==> config.mk <==
export PLATFORM = sky130hd
export DESIGN_NAME = jq_balancer
export DESIGN_NICKNAME = d
export VERILOG_FILES = /design/src/rtl/jq_pkg.sv /design/src/rtl/jq_stack.sv /design/src/rtl/jq_select_tree.sv /design/src/rtl/jq_switch.sv /design/src/rtl/jq_balancer.sv
export SDC_FILE = /design/constraint.sdc
export NUM_CORES = 1
export LEC_CHECK = 0
export ABC_AREA = 1
export BUFFER_PORTS_ARGS = -buffer_cell sky130_fd_sc_hd__buf_2
export CORE_MARGIN = 2
export CORE_UTILIZATION = 62
export CTS_CLUSTER_SIZE = 20
export DETAILED_ROUTE_END_ITERATION = 6
export HOLD_SLACK_MARGIN = 0.08
export PLACE_DENSITY = 0.87
export SYNTH_ARGS = -nofsm -noshare
export SYNTH_HDL_FRONTEND = slang
export SYNTH_SLANG_ARGS = --single-unit
==> constraint.sdc <==
create_clock -name clk -period 7.2 [get_ports clk]
set_input_delay 1.44 -clock clk [delete_from_list [all_inputs] [get_ports clk]]
set_output_delay 1.44 -clock clk [all_outputs]
set_load 0.05 [all_outputs]
==> src/rtl/jq_pkg.sv <==
package jq_pkg;

    localparam int CAND_CNT_W = 8;
    localparam int CAND_IDX_W = 8;

    typedef struct packed {
        logic                  valid;
        logic [CAND_CNT_W-1:0] cnt;
        logic [CAND_IDX_W-1:0] idx;
    } cand_t;

    // lo covers lower node indices than hi; ties keep lo
    function automatic cand_t pick_max(input cand_t lo, input cand_t hi);
        if (!hi.valid)            return lo;
        else if (!lo.valid)       return hi;
        else if (hi.cnt > lo.cnt) return hi;
        else                      return lo;
    endfunction

    function automatic cand_t pick_min(input cand_t lo, input cand_t hi);
        if (!hi.valid)            return lo;
        else if (!lo.valid)       return hi;
        else if (hi.cnt < lo.cnt) return hi;
        else                      return lo;
    endfunction

endpackage

==> src/rtl/jq_stack.sv <==
module jq_stack #(
    parameter int DEPTH = 4,
    parameter int JW    = 8,
    parameter int CW    = 3
) (
    input  logic          clk,
    input  logic          rst,
    input  logic          push,
    input  logic [JW-1:0] push_job,
    input  logic          pop,
    input  logic          give,
    input  logic          take,
    input  logic [JW-1:0] in_job,
    output logic [JW-1:0] top_job,
    output logic [CW-1:0] count
);
    localparam int AW = (DEPTH > 1) ? $clog2(DEPTH) : 1;

    logic [JW-1:0] mem [DEPTH];
    logic [CW-1:0] cnt;
    logic [AW-1:0] top_a;
    logic [AW-1:0] wr_a;
    logic          full;
    logic          empty;

    assign top_a   = AW'(cnt - 1'b1);
    assign wr_a    = AW'(cnt);
    assign full    = (cnt == CW'(DEPTH));
    assign empty   = (cnt == '0);
    assign top_job = empty ? '0 : mem[top_a];
    assign count   = cnt;

    always_ff @(posedge clk) begin
        if (rst) begin
            cnt <= '0;
        end else if (give) begin
            cnt <= cnt - 1'b1;
        end else if (take) begin
            cnt <= cnt + 1'b1;
        end else if (push && pop && !empty) begin
            cnt <= cnt;
        end else if (pop && !empty) begin
            cnt <= cnt - 1'b1;
        end else if (push && !full) begin
            cnt <= cnt + 1'b1;
        end
    end

    always_ff @(posedge clk) begin
        if (!rst) begin
            if (give) begin
                // source side only shrinks
            end else if (take) begin
                mem[wr_a] <= in_job;
            end else if (push && pop && !empty) begin
                mem[top_a] <= push_job;
            end else if (push && !pop && !full) begin
                mem[wr_a] <= push_job;
            end else if (push && pop && empty) begin
                mem[wr_a] <= push_job;
            end
        end
    end

endmodule

==> src/rtl/jq_select_tree.sv <==
module jq_select_tree
    import jq_pkg::*;
#(
    parameter int N  = 4,
    parameter int CW = 3
) (
    input  logic [N-1:0][CW-1:0] cnt,
    input  logic [N-1:0]         excl,
    output cand_t                max_c,
    output cand_t                min_c
);
    // heap layout: root at 1, leaves at N..2N-1; N is a power of two
    cand_t tmax [2*N];
    cand_t tmin [2*N];

    assign tmax[0] = '0;
    assign tmin[0] = '0;

    for (genvar k = 0; k < N; k++) begin : g_leaf
        assign tmax[N+k] = '{valid: !excl[k], cnt: CAND_CNT_W'(cnt[k]), idx: CAND_IDX_W'(k)};
        assign tmin[N+k] = '{valid: !excl[k], cnt: CAND_CNT_W'(cnt[k]), idx: CAND_IDX_W'(k)};
    end

    for (genvar i = 1; i < N; i++) begin : g_node
        assign tmax[i] = pick_max(tmax[2*i], tmax[2*i+1]);
        assign tmin[i] = pick_min(tmin[2*i], tmin[2*i+1]);
    end

    assign max_c = tmax[1];
    assign min_c = tmin[1];

endmodule

==> src/rtl/jq_switch.sv <==
module jq_switch #(
    parameter int N  = 4,
    parameter int JW = 8,
    parameter int IW = 2
) (
    input  logic                 fire,
    input  logic [IW-1:0]        src,
    input  logic [IW-1:0]        dst,
    input  logic [N-1:0][JW-1:0] tops,
    output logic [N-1:0]         give,
    output logic [N-1:0]         take,
    output logic [JW-1:0]        job
);
    for (genvar k = 0; k < N; k++) begin : g_port
        assign give[k] = fire && (src == IW'(k));
        assign take[k] = fire && (dst == IW'(k));
    end

    assign job = tops[src];

endmodule

==> src/rtl/jq_balancer.sv <==
module jq_balancer
    import jq_pkg::*;
#(
    parameter int NUM_NODES = 4,
    parameter int DEPTH     = 4,
    parameter int JOB_W     = 8,
    parameter int CNT_W     = $clog2(DEPTH + 1),
    parameter int IDX_W     = $clog2(NUM_NODES)
) (
    input  logic                             clk,
    input  logic                             rst,
    input  logic                             balance_en,
    input  logic [NUM_NODES-1:0]             fault,
    input  logic [NUM_NODES-1:0]             push_valid,
    input  logic [NUM_NODES-1:0][JOB_W-1:0]  push_job,
    input  logic [NUM_NODES-1:0]             pop_req,
    output logic [NUM_NODES-1:0][JOB_W-1:0]  pop_job,
    output logic [NUM_NODES-1:0][CNT_W-1:0]  job_count,
    output logic                             xfer_fire,
    output logic [IDX_W-1:0]                 xfer_src,
    output logic [IDX_W-1:0]                 xfer_dst
);
    cand_t                           max_c;
    cand_t                           min_c;
    logic [IDX_W-1:0]                src;
    logic [IDX_W-1:0]                dst;
    logic                            spread_ok;
    logic                            ends_busy;
    logic                            fire;
    logic [NUM_NODES-1:0]            give;
    logic [NUM_NODES-1:0]            take;
    logic [JOB_W-1:0]                moved_job;
    logic [NUM_NODES-1:0][JOB_W-1:0] tops;
    logic [NUM_NODES-1:0][CNT_W-1:0] counts;
    logic                            sel_unused;

    assign sel_unused = ^{max_c, min_c};

    jq_select_tree #(.N(NUM_NODES), .CW(CNT_W)) u_tree (
        .cnt   (counts),
        .excl  (fault),
        .max_c (max_c),
        .min_c (min_c)
    );

    assign src       = max_c.valid ? IDX_W'(max_c.idx) : '0;
    assign dst       = min_c.valid ? IDX_W'(min_c.idx) : '0;
    assign spread_ok = ({1'b0, max_c.cnt} >= ({1'b0, min_c.cnt} + 9'd2));
    assign ends_busy = push_valid[src] | pop_req[src] | push_valid[dst] | pop_req[dst];
    assign fire      = balance_en && max_c.valid && spread_ok && !ends_busy
                       && (counts[src] != '0) && (counts[dst] != CNT_W'(DEPTH));

    jq_switch #(.N(NUM_NODES), .JW(JOB_W), .IW(IDX_W)) u_switch (
        .fire (fire),
        .src  (src),
        .dst  (dst),
        .tops (tops),
        .give (give),
        .take (take),
        .job  (moved_job)
    );

    for (genvar k = 0; k < NUM_NODES; k++) begin : g_node
        jq_stack #(.DEPTH(DEPTH), .JW(JOB_W), .CW(CNT_W)) u_stack (
            .clk      (clk),
            .rst      (rst),
            .push     (push_valid[k]),
            .push_job (push_job[k]),
            .pop      (pop_req[k]),
            .give     (give[k]),
            .take     (take[k]),
            .in_job   (moved_job),
            .top_job  (tops[k]),
            .count    (counts[k])
        );
    end

    assign pop_job   = tops;
    assign job_count = counts;
    assign xfer_fire = fire;
    assign xfer_src  = src;
    assign xfer_dst  = dst;

endmodule

Word level (Yosys, flattened, before mapping)
Memories as Yosys holds them, arrays and structs flattened.
Cells that the tools add are included.
- bitwise logic cells: 11
- mux-type cells: 166
- $lt $le $gt $ge: 9
- equality and inequality tests: 15
- $add $sub $neg: 9
- reductions and logical operators: 77
- operators by type and width (operator ; count):
    $mux W17 ; 15
    $mux W8 ; 17
    $mux W1 ; 96
    $mux W3 ; 22
    $mux W16 ; 3
    $logic_and A1 B1 Y1 ; 41
    $reduce_or A8 Y1 ; 4
    $logic_not A1 Y1 ; 17
    $bmux W8 S2 ; 1
    $reduce_bool A4 Y1 ; 4
    $add A3 B1 Y3 const B ; 4
    $bmux W3 S2 ; 2
    $eq A3 B3 Y1 const B ; 4
    $logic_not A3 Y1 ; 4
    $mux W2 ; 6
    $ne A3 B1 Y1 const B ; 4
    $sub A3 B1 Y3 const B ; 4
    $or A1 B1 Y1 ; 11
    $add A8 B2 Y9 const B ; 1
    $ge A8 B9 Y1 ; 1
    $bmux W1 S2 ; 4
    $eq A2 B2 Y1 const B ; 4
    $gt A8 B8 Y1 ; 1
    $lt A8 B8 Y1 ; 1
    other kinds (8) ; 16
- register bits: 12
- RAM bits: 128
- input bits: 47
- memories: 4
- word-level logic and storage cells: 295
- output and inout bits: 49
- memory list (name ; depth ; bits a word ; rd ports ; clocked after memory_dff ; write ports ; RTL line ; text):
    g_node[0].u_stack.mem ; 4 ; 8 ; 1 ; 0 ; 1 ; jq_stack.sv:19 ; logic [JW-1:0] mem [DEPTH];
    g_node[1].u_stack.mem ; 4 ; 8 ; 1 ; 0 ; 1 ; jq_stack.sv:19 ;
    g_node[2].u_stack.mem ; 4 ; 8 ; 1 ; 0 ; 1 ; jq_stack.sv:19 ;
    g_node[3].u_stack.mem ; 4 ; 8 ; 1 ; 0 ; 1 ; jq_stack.sv:19 ;

Logic depth before layout (Yosys ltp)
Gate-level depths: netlist of the first run.
- word-level depth: 26
- mapped depth: 45
- gate-level depth less buffers: 42

Cells and area by module
Synthesis of the first run repeated with hierarchy kept, for this count alone.
- cells, all modules: 1088
- area, all modules: 8979.9 um^2
- by module, submodules not included (module ; area an instance (um^2) ; cells an instance ; seq. area each (um^2) ; times used):
    jq_stack (g_node[0].u_stack ...) ; 1759.2 ; 183 ; 1021.0 ; 2
    jq_stack (g_node[1].u_stack) ; 1776.7 ; 187 ; 1021.0 ; 1
    jq_stack (g_node[3].u_stack) ; 1771.7 ; 186 ; 1021.0 ; 1
    jq_select_tree ; 902.1 ; 147 ; 0.0 ; 1
    jq_balancer ; 598.1 ; 113 ; 0.0 ; 1
    jq_switch ; 412.9 ; 89 ; 0.0 ; 1

Worst setup path before layout of the first run
No wires, ideal clock.
- kind: register -> output
- from: register g_node[1].u_stack.cnt[0]
- to: output xfer_fire
- arrival time: 4535 ps
- path buffers: 3
- required time: 5760 ps
- stages on the path, launching flop included: 38
- slack: 1225 ps
- cell sequence: dfxtp_1 > buf_2 > inv_1 > clkbuf_1 > buf_4 > ha_1 > inv_1 > nand3_2 > nand2_2 > nand2_1 > a21oi_4 > o21ai_0 > ha_1 > a21oi_1 > o21bai_1 > nand2_1 > nand2_2 > nand2_4 > [2 not listed] > nand2_1 > ha_1 > inv_1 > nand2_1 > a21oi_1 > nor2_1 > o211ai_1 > inv_1 > nand2_1 > nor2_1 > nand2_1 > inv_1 > nand2_1 > clkinv_1 > nand3_2 > nor2_4 > nand2_4 > inv_6
- longest elaborated chain between the ends: 18
- elaborated cells between the ends (all ways): 43
- those cells by class: add/sub: 1; order compare: 5; eq/ne: 1; mux: 26; bitwise: 3; reduce/logical: 7
- ends and longest elaborated chain (item ; RTL line ; text):
    from (decl) ; jq_stack.sv:20 ; logic [CW-1:0] cnt;
    from (signal assigned) ; jq_stack.sv:37 ; cnt <= cnt - 1'b1;
    from (signal assigned) ; jq_stack.sv:39 ; cnt <= cnt + 1'b1;
    from (signal assigned) ; jq_stack.sv:41 ; cnt <= cnt;
    $gt A3 B3 Y1 ; jq_pkg.sv:16 ; else if (hi.cnt > lo.cnt) return hi;
    $mux W17 ; jq_pkg.sv:16 ;
    $mux W17 * ; jq_pkg.sv:15 ; else if (!lo.valid) return hi;
    $mux W17 * ; jq_pkg.sv:14 ; if (!hi.valid) return lo;
    $gt A8 B8 Y1 ; jq_pkg.sv:16 ;
    $mux W16 ; jq_pkg.sv:16 ;
    $mux W16 ; jq_pkg.sv:15 ;
    $mux W17 * ; jq_pkg.sv:14 ;
    $mux W2 * ; jq_balancer.sv:46 ; assign src = max_c.valid ? IDX_W'(max_c.idx) : '0;
    via xfer_src[1] ; jq_balancer.sv:20 ; output logic [IDX_W-1:0] xfer_src,
    $bmux W1 S2 ; jq_balancer.sv:49 ; assign ends_busy = push_valid[src] | pop_req[src] | push_valid[dst] | pop_req[dst];
    $mux W1 (not written as such) ; jq_balancer.sv:49 ;
    $or A1 B1 Y1 (3 in series) ; jq_balancer.sv:49 ;
    $logic_not A1 Y1 ; jq_balancer.sv:50 ; assign fire = balance_en && max_c.valid && spread_ok && !ends_busy
    $logic_and A1 B1 Y1 ; jq_balancer.sv:50 ;
    $logic_and A1 B1 Y1 * (2 in series) ; jq_balancer.sv:51 ; && (counts[src] != '0) && (counts[dst] != CNT_W'(DEPTH));
    to (decl) ; jq_balancer.sv:19 ; output logic xfer_fire,
The timed path passes the listed nets; every way through them passes the cells marked *. The select of a mux whose other input is x is not followed.

Final worst setup path of the first run
- from: register g_node[0].u_stack.cnt[2]
- to: output xfer_fire
- longest elaborated chain between the ends: 18
- elaborated cells between the ends (all ways): 43
- those cells by class: add/sub: 1; order compare: 5; eq/ne: 1; mux: 26; bitwise: 3; reduce/logical: 7
- ends and longest elaborated chain (item ; RTL line):
    from (decl) ; jq_stack.sv:20
    from (signal assigned) ; jq_stack.sv:37
    from (signal assigned) ; jq_stack.sv:39
    from (signal assigned) ; jq_stack.sv:41
    branches (longest 17 deep; another with $add A8 B2 Y9) ; -
    $logic_and A1 B1 Y1 * ; jq_balancer.sv:51
Mark *: on every way between the ends. The select of a mux whose other input is x is not followed.

==> impl_metrics.env, run 1 <==
export IMPL_clk_path_buf_depth=2
export IMPL_async_flop_share_pct=0
export IMPL_drt_iter0_markers=727
export IMPL_clock_sinks=140
export IMPL_drive_above_1_share_pct=20.56
export IMPL_syn_area_um2=8030
export IMPL_avgSynthCellArea_um2=8.962
export IMPL_viasPerCell=5.844
export IMPL_htreeDepth=4
export IMPL_hold_violations=0
export IMPL_crit_path_top_delay_cell="dfxtp_1"
export IMPL_grt_pass1_vias=6335
export IMPL_path_class="flip-flop to primary output"
export IMPL_fp_dieH_um=117.8
export IMPL_clk_pin_slew_ns=0.06
export IMPL_post_place_ws_ns=0.7905
export IMPL_ant_nets=0
export IMPL_min_period_ns=6.661
export IMPL_synth_area_leaders="edfxtp_1, nor2_1, nand2_1"
export IMPL_numCtsBuffers=17
export IMPL_crit_path_end_kind="primary output"
export IMPL_yosysWarningCount=0
export IMPL_rsz0062_at_grt="no"
export IMPL_drtPass1Iterations=5
export IMPL_syn2layout_area_growth_pct=14.62
export IMPL_holdWs_ns=0.7230
export IMPL_fin_nets=1068
export IMPL_drv_cap=0
export IMPL_synth_cells=896
export IMPL_die_area_um2=13880
export IMPL_layout_commonest_cell="nor2_1"
export IMPL_hold_depth=2
export IMPL_grt_pass1_wl_um=33450
export IMPL_crit_top_cell="nand2_1"
export IMPL_grt_overflow_total=0
export IMPL_coreArea_um2=12620
export IMPL_io_buffers=95
export IMPL_fmax_mhz=150.1
export IMPL_tightest_slew_ns=1.172
export IMPL_place_congestion=1.036
export IMPL_post_route_period_util_pct=92.52
export IMPL_worstPathRequired_ns=5.76
export IMPL_ctsHoldBuffers=0
export IMPL_final_cell_mix="nor2_1, nand2_1, edfxtp_1, buf_2, o21ai_0"
export IMPL_drt_wirelength_per_cell_um=18.56
export IMPL_max_slew_margin_pct=21.52
export IMPL_die_w_um=117.8
export IMPL_fin_setup_tns_ns=0
export IMPL_postCtsSetupRepairBufs=0
export IMPL_ys_types=40
export IMPL_status="finished clean"
export IMPL_dp_hpwl_um=15240
export IMPL_crit_arrival_ns=5.22
export IMPL_reg2reg_depth=37
export IMPL_slowest_delay_ns=0.61
export IMPL_initial_core_util_pct=63.63
export IMPL_antenna_cells=0
export IMPL_drc=0
export IMPL_ys_seq_area_share_pct=50.86
export IMPL_grt_max_degree=24
export IMPL_dr_total_vias=6861
export IMPL_cts_tree="yes"
export IMPL_antenna_found_initial=0
export IMPL_finalWirelength_um=21790
export IMPL_io_pins=96
export IMPL_maxSlewViolCount=0
export IMPL_ys_ff_latch=140
export IMPL_num_fill_cells=900
export IMPL_grt_usage_pct=31.82
export IMPL_fin_skew_ns=0.008048
export IMPL_post_cts_resized=0
export IMPL_clk_latency_ns=0.43
export IMPL_start_kind="flip-flop"
export IMPL_synth_top_area_share_pct=47.87
export IMPL_cp_max_fo=9
export IMPL_synth_ff_type="edfxtp_1"
export IMPL_clock_root_buffer="clkbuf_16"
export IMPL_synth_largest_area_cell="edfxtp_1"
export IMPL_finalWorstSetupSlack_ns=0.5387
export IMPL_syn_num_nets=974
export IMPL_num_rows=41
export IMPL_synth_edf_count=128
export IMPL_finalSetupViolations=0
export IMPL_hold_class="flip-flop to flip-flop"
## worst paths after layout
check	startpoint	end	slack (ns)
min reg2reg	g_node[0].u_stack.count[2]$_SDFFE_PP0P_	g_node[0].u_stack.count[2]$_SDFFE_PP0P_	0.72
max	g_node[0].u_stack.count[2]$_SDFFE_PP0P_	xfer_fire	0.54
min	g_node[0].u_stack.count[2]$_SDFFE_PP0P_	g_node[0].u_stack.count[2]$_SDFFE_PP0P_	0.72
max reg2reg	g_node[0].u_stack.count[2]$_SDFFE_PP0P_	g_node[3].u_stack.mem[3][7]$_DFFE_PP_	1.29
## critical path: cells and delay by family (launching register included)
kind	cells	cell delay (ns)
simple gates	17	1.35
fa+ha+maj	4	1.26
flops	1	0.61
compound gates	4	0.60
buf+inv	9	0.98
## flip-flops by register name, summed over array words and instances (netlist names)
signal / count
g_node.u_stack.mem: 128
g_node.u_stack.count: 12
## kinds of logic (layout without fill, tap and decap cells)
| kind of cell | Yosys count | in the layout | synth area share (%) |
|---|---|---|---|
| XOR/XNOR | 16 | 16 | 1.745 |
| buffers and inverters | 107 | 213 | 5.235 |
| AO/OA/AOI/OAI | 150 | 150 | 10.31 |
| AND/OR/NAND/NOR | 420 | 420 | 22.53 |
| flip-flops | 140 | 140 | 50.86 |
| multiplexers | 32 | 32 | 4.487 |
| adder cells (fa/ha/maj) | 31 | 31 | 4.830 |
## synth_stat cells (all sizes together), types with 19 or more instances
master	instances
a21oi	41
clkbuf	21
edfxtp	128
ha	31
inv	70
mux2	32
nand2	178
nand3	27
nand4	19
nor2	193
o21ai	97
## routing by layer
| layer | track usage, % | part of all wire (%) | up-vias |
|---|---|---|---|
| met5 | 0 | 0 | - |
| met4 | 15.89 | 4.6 | 0 |
| met3 | 7.413 | 12 | 85 |
| met2 | 51.71 | 47 | 477 |
| met1 | 40.08 | 37 | 3083 |
| li1 | - | - | 3216 |
## metrics by stage
| step | std cells | util, % | instance area, µm² |
|---|---|---|---|
| after CTS | 1174 | 72.93 | 9204 |
| after global placement | 1143 | 68.64 | 8662 |
| final | 1174 | 72.93 | 9204 |
| after floorplan | 896 | - | 8030 |
| after global routing | 1174 | 72.93 | 9204 |
| after detailed placement | 1143 | 68.64 | 8662 |
## layout make-up
cell class	count	area, µm²	area share, %
flip-flops and latches	140	4084	44.37
well taps	172	215.2	2.338
clock buffers	22	444.2	4.826
multi-input cells	649	3526	38.31
inverters	80	309.0	3.358
clock inverters	9	97.59	1.060
repair buffers	102	528.0	5.737
Power of run 1 is left out: the tool's default activity adds up to more than one toggle a clock period on the data nets, which glitch-free logic cannot reach.
==> run 2, diff against run 1 <==
--- a/config.mk
+++ b/config.mk
@@ -8,11 +8,11 @@
 export ABC_AREA = 1
 export BUFFER_PORTS_ARGS = -buffer_cell sky130_fd_sc_hd__buf_2
 export CORE_MARGIN = 2
-export CORE_UTILIZATION = 62
+export CORE_UTILIZATION = 60
 export CTS_CLUSTER_SIZE = 20
 export DETAILED_ROUTE_END_ITERATION = 6
 export HOLD_SLACK_MARGIN = 0.08
-export PLACE_DENSITY = 0.87
+export PLACE_DENSITY = 0.85
 export SYNTH_ARGS = -nofsm -noshare
 export SYNTH_HDL_FRONTEND = slang
 export SYNTH_SLANG_ARGS = --single-unit
==> constraint.sdc (replaced) <==
create_clock -name clk -period 7.2 [get_ports clk]
set_input_delay 0.36 -clock clk [delete_from_list [all_inputs] [get_ports clk]]
set_output_delay 0.36 -clock clk [all_outputs]
set_load 0.05 [all_outputs]
==> run 2 against run 1 <==
Net effect: global-route usage is 0.49 points lower; core utilization is 3.3 points lower; sequential share of layout area is 0.29 points higher; design area is 0.64% lower; worst setup slack better by 0.35 ns; via count is 0.82% lower; first-iteration DRC count is 5.0% lower; count of clock-buffer cells in the layout is 3 lower; sequential cell count stayed put; critical endpoint is now g_node[2].u_stack.mem[0][3]$_DFFE_PP_; highest routed layer is now met5.
==> impl_metrics.env, run 2 (synthesis results as in run 1) <==
export IMPL_status="finished clean"
export IMPL_top_register="g_node.u_stack.mem"
export IMPL_drc=0
export IMPL_r2r_setup_slack_ns=0.89
export IMPL_grt_usage_pct=31.34
export IMPL_cp_max_fo=23
export IMPL_layout_commonest_cell="nor2_1"
export IMPL_grt_overflow_total=0
export IMPL_viasPerCell=5.796
export IMPL_min_from="push_job[11]"
export IMPL_io_buffers=95
export IMPL_place_congestion=0.9554
export IMPL_numCtsBuffers=17
export IMPL_cts_tree="yes"
export IMPL_grt_pass1_wl_um=33400
export IMPL_drv_cap=0
export IMPL_crit_path_end_kind="flip-flop"
export IMPL_path_class="flip-flop to flip-flop"
export IMPL_clk_path_buf_depth=2
export IMPL_finalSetupViolations=0
export IMPL_clk_latency_ns=0.42
export IMPL_die_w_um=119.7
export IMPL_grt_pass1_vias=6312
export IMPL_htreeDepth=4
export IMPL_finalWirelength_um=21840
export IMPL_fmax_mhz=158.5
export IMPL_rsz0062_at_grt="no"
export IMPL_hold_violations=0
export IMPL_io_pins=96
export IMPL_largest_reg_flops=128
export IMPL_post_route_period_util_pct=87.63
export IMPL_ctsHoldBuffers=0
export IMPL_antenna_found_initial=0
export IMPL_antenna_cells=0
export IMPL_drive_above_1_share_pct=20.24
export IMPL_grt_max_degree=24
export IMPL_clock_sinks=140
export IMPL_fin_setup_tns_ns=0
export IMPL_tightest_slew_ns=1.047
export IMPL_initial_core_util_pct=61.12
export IMPL_coreArea_um2=13140
export IMPL_clock_root_buffer="clkbuf_16"
export IMPL_r2r_end="g_node[2].u_stack.mem[0][3]$_DFFE_PP_"
export IMPL_dr_total_vias=6805
export IMPL_dp_hpwl_um=16230
export IMPL_postCtsSetupRepairBufs=0
export IMPL_crit_path_top_delay_cell="dfxtp_1"
export IMPL_drtPass1Iterations=5
export IMPL_syn2layout_area_growth_pct=13.88
export IMPL_final_cell_mix="nor2_1, nand2_1, edfxtp_1, buf_2, o21ai_0"
export IMPL_slowest_delay_ns=0.75
export IMPL_min_period_ns=6.310
export IMPL_ant_nets=0
export IMPL_post_cts_resized=0
export IMPL_max_slew_margin_pct=29.92
export IMPL_reg2reg_from="g_node[3].u_stack.count[0]$_SDFFE_PP0P_"
export IMPL_crit_top_cell="nand2_1"
export IMPL_hold_depth=2
export IMPL_holdPathEnd="g_node[1].u_stack.mem[1][3]$_DFFE_PP_"
export IMPL_die_area_um2=14320
export IMPL_maxSlewViolCount=0
export IMPL_drt_wirelength_per_cell_um=18.61
export IMPL_reg2reg_depth=38
export IMPL_num_rows=42
export IMPL_worstPathRequired_ns=7.25
export IMPL_drt_iter0_markers=691
export IMPL_clk_pin_slew_ns=0.06
export IMPL_fp_dieH_um=119.7
export IMPL_crit_arrival_ns=6.36
export IMPL_fin_nets=1063
export IMPL_start_kind="flip-flop"
export IMPL_fin_skew_ns=0.003963
export IMPL_hold_class="input pin to flip-flop"
run 2: worst max-delay path, delay by kind of cell, from the launching register on:
family,cells,cell delay [ns]
AND/OR/NAND/NOR,23,2.62
buffers and inverters,7,0.96
adder cells (fa/ha/maj),3,0.91
flip-flops,1,0.75
AO/OA/AOI/OAI,5,0.70
run 2: how the worst max path moves through the flow:
stage,slack [ns],end,from
CTS,0.98,g_node[2].u_stack.mem[0][6]$_DFFE_PP_,g_node[3].u_stack.count[0]$_SDFFE_PP0P_
finish,0.89,g_node[2].u_stack.mem[0][3]$_DFFE_PP_,g_node[3].u_stack.count[0]$_SDFFE_PP0P_
detailed placement,1.02,g_node[2].u_stack.mem[0][6]$_DFFE_PP_,g_node[3].u_stack.count[0]$_SDFFE_PP0P_
global route,0.33,g_node[2].u_stack.mem[0][6]$_DFFE_PP_,g_node[3].u_stack.count[0]$_SDFFE_PP0P_
floorplan,1.66,g_node[1].u_stack.mem[2][0]$_DFFE_PP_,g_node[1].u_stack.count[0]$_SDFFE_PP0P_
global placement,1.23,g_node[2].u_stack.mem[1][0]$_DFFE_PP_,g_node[3].u_stack.count[0]$_SDFFE_PP0P_
run 2: routing by layer:
metal	part of all wire (%)	global-route usage (%)	wire (µm)
met3	9.9	6.084	2166
met1	41	42.71	9035
met5	0.19	2.574	41
met2	44	47.79	9580
met4	4.7	16.03	1020
run 2: area by class of cell:
type / instances / area [µm²]
sequential: 140 / 4084
timing repair buffer: 97 / 490.5
clock inverter: 13 / 82.58
fill: 1042 / 3993
tap: 176 / 220.2
inverter: 80 / 309.0
multi-input combinational: 649 / 3526
clock buffer: 19 / 432.9
run 2: stage by stage:
stage	cells	instance area (µm²)	setup slack, ns	hold slack (ns)	util (%)
after floorplan	896	8030	1.661	0.6166	-
after CTS	1174	9145	0.9821	0.3034	69.61
after global routing	1174	9145	0.3306	0.3214	69.61
after global placement	1142	8630	1.227	0.6438	65.69
after detailed placement	1142	8630	1.017	0.6550	65.69
final	1174	9145	0.8903	0.3132	69.61
Power of run 2 is left out for the same reason.
==> run 3, diff against run 2 <==
==> constraint.sdc (replaced) <==
create_clock -name clk -period 7.65 [get_ports clk]
set_input_delay 0.3825 -clock clk [delete_from_list [all_inputs] [get_ports clk]]
set_output_delay 0.3825 -clock clk [all_outputs]
set_load 0.05 [all_outputs]
==> run 3 against run 2 <==
Net effect: first-iteration DRC count fell by 6.1%; non-clock buffer count increased by 1; sequential share of layout area is 0.45 points lower; highest routed layer is now met4; design area increased by 1.0%; via count rose by 1.1%; clock skew rose by 0.0037 ns; critical path depth did not move; critical endpoint is now g_node[3].u_stack.mem[0][6]$_DFFE_PP_; worst setup slack improved by 0.58 ns.
==> impl_metrics.env, run 3 (synthesis results as in run 1) <==
export IMPL_status="finished clean"
export IMPL_largest_reg_flops=128
export IMPL_drt_wirelength_per_cell_um=18.94
export IMPL_rsz0062_at_grt="no"
export IMPL_clk_path_buf_depth=2
export IMPL_crit_arrival_ns=6.24
export IMPL_cts_tree="yes"
export IMPL_numCtsBuffers=17
export IMPL_path_delay_family="simple AND/OR/NAND/NOR gates"
export IMPL_dp_hpwl_um=16600
export IMPL_ant_nets=0
export IMPL_hold_class="input pin to flip-flop"
export IMPL_reg2reg_depth=38
export IMPL_drtPass1Iterations=5
export IMPL_crit_path_end_kind="flip-flop"
export IMPL_finalInstanceArea_um2=9239
export IMPL_fin_nets=1064
export IMPL_finalSetupViolations=0
export IMPL_r2r_end="g_node[3].u_stack.mem[0][6]$_DFFE_PP_"
export IMPL_min_period_ns=6.179
export IMPL_dr_total_vias=6879
export IMPL_final_cell_mix="nor2_1, nand2_1, edfxtp_1, buf_2, o21ai_0"
export IMPL_finalWirelength_um=22260
export IMPL_hold_depth=2
export IMPL_io_pins=96
export IMPL_grt_overflow_total=0
export IMPL_fp_dieH_um=119.7
export IMPL_hold_violations=0
export IMPL_post_route_period_util_pct=80.77
export IMPL_r2r_setup_slack_ns=1.47
export IMPL_place_congestion=1.009
export IMPL_worstPathRequired_ns=7.71
export IMPL_finalWorstSetupSlack_ns=1.471
export IMPL_io_buffers=95
export IMPL_path_class="flip-flop to flip-flop"
export IMPL_grt_max_degree=24
export IMPL_grt_pass1_vias=6430
export IMPL_post_cts_resized=0
export IMPL_tightest_slew_ns=1.028
export IMPL_clock_root_buffer="clkbuf_16"
export IMPL_post_place_ws_ns=1.648
export IMPL_min_from="push_job[12]"
export IMPL_slowest_delay_ns=0.76
export IMPL_dpl_cell_area_um2=8637
export IMPL_drv_cap=0
export IMPL_fmax_mhz=161.8
export IMPL_initial_core_util_pct=61.12
export IMPL_htreeDepth=4
export IMPL_drt_iter0_markers=649
export IMPL_syn2layout_area_growth_pct=15.05
export IMPL_fin_skew_ns=0.007654
export IMPL_fin_setup_tns_ns=0
export IMPL_layout_commonest_cell="nor2_1"
export IMPL_maxSlewViolCount=0
export IMPL_num_rows=42
export IMPL_clock_sinks=140
export IMPL_antenna_found_initial=0
export IMPL_holdPathEnd="g_node[1].u_stack.mem[3][4]$_DFFE_PP_"
export IMPL_die_area_um2=14320
export IMPL_clk_pin_slew_ns=0.06
export IMPL_top_register="g_node.u_stack.mem"
export IMPL_antenna_cells=0
export IMPL_postCtsSetupRepairBufs=0
export IMPL_max_slew_margin_pct=31.16
export IMPL_cp_buffers_inverters=7
export IMPL_clk_latency_ns=0.43
export IMPL_crit_path_top_delay_cell="dfxtp_1"
export IMPL_start_kind="flip-flop"
export IMPL_die_w_um=119.7
export IMPL_cp_max_fo=23
export IMPL_drive_above_1_share_pct=21.02
export IMPL_drc=0
export IMPL_crit_top_cell="nand2_1"
export IMPL_grt_usage_pct=32.40
export IMPL_reg2reg_from="g_node[3].u_stack.count[0]$_SDFFE_PP0P_"
export IMPL_viasPerCell=5.854
export IMPL_grt_pass1_wl_um=34370
export IMPL_ctsHoldBuffers=0
export IMPL_coreArea_um2=13140
## run 3: changes by cell type in the layout (fill, tap and decap cells not counted)
cell / previous run / this run
clkinv_1: 15 / 9
bufinv_16: 1 / 3
clkbuf_8: 0 / 2
clkinv_4: 0 / 2
buf_4: 2 / 3
clkbuf_1: 2 / 1
clkinvlp_4: 0 / 1
## run 3: worst reg2reg max path, delay by kind of cell, from the launching register on
kind | cells | cell delay [ns]
buf+inv | 7 | 0.97
flops | 1 | 0.76
compound gates | 5 | 0.65
simple gates | 23 | 2.54
fa+ha+maj | 3 | 0.89
## run 3: layout make-up
| class | count | area, µm² |
|---|---|---|
| timing repair buffer | 98 | 498.0 |
| fill | 998 | 3899 |
| clock inverter | 12 | 145.1 |
| inverter | 80 | 309.0 |
| multi-input combinational | 649 | 3526 |
| clock buffer | 20 | 456.7 |
| sequential | 140 | 4084 |
| tap | 176 | 220.2 |
## run 3: routing by layer
layer  vias up  share of wire [%]  track usage (%)
met4         0                5.0            17.87
met5         -                  0                0
met3        86                 12            6.511
met1      3140                 39            43.80
met2       450                 44            49.29
li1       3203                  -                -
## run 3: metrics by stage
| step | utilization [%] | cells | hold WS, ns |
|---|---|---|---|
| after global routing | 70.32 | 1175 | 0.3338 |
| final | 70.32 | 1175 | 0.3264 |
| after CTS | 70.32 | 1175 | 0.3109 |
| after floorplan | - | 896 | 0.6391 |
| after global placement | 65.74 | 1143 | 0.6488 |
| after detailed placement | 65.74 | 1143 | 0.6582 |
## run 3: worst max-delay path by stage
stage	start	endpoint	slack, ns	cells past startpoint
floorplan	g_node[1].u_stack.count[0]$_SDFFE_PP0P_	g_node[1].u_stack.mem[2][0]$_DFFE_PP_	2.11	41
global placement	g_node[3].u_stack.count[0]$_SDFFE_PP0P_	g_node[1].u_stack.mem[1][0]$_DFFE_PP_	1.85	38
detailed placement	g_node[3].u_stack.count[0]$_SDFFE_PP0P_	g_node[1].u_stack.mem[1][0]$_DFFE_PP_	1.65	38
CTS	g_node[3].u_stack.count[0]$_SDFFE_PP0P_	g_node[3].u_stack.mem[1][0]$_DFFE_PP_	1.59	38
global route	g_node[3].u_stack.count[0]$_SDFFE_PP0P_	g_node[1].u_stack.mem[0][7]$_DFFE_PP_	0.87	38
finish	g_node[3].u_stack.count[0]$_SDFFE_PP0P_	g_node[3].u_stack.mem[0][6]$_DFFE_PP_	1.47	38
Power of run 3 is left out for the same reason.
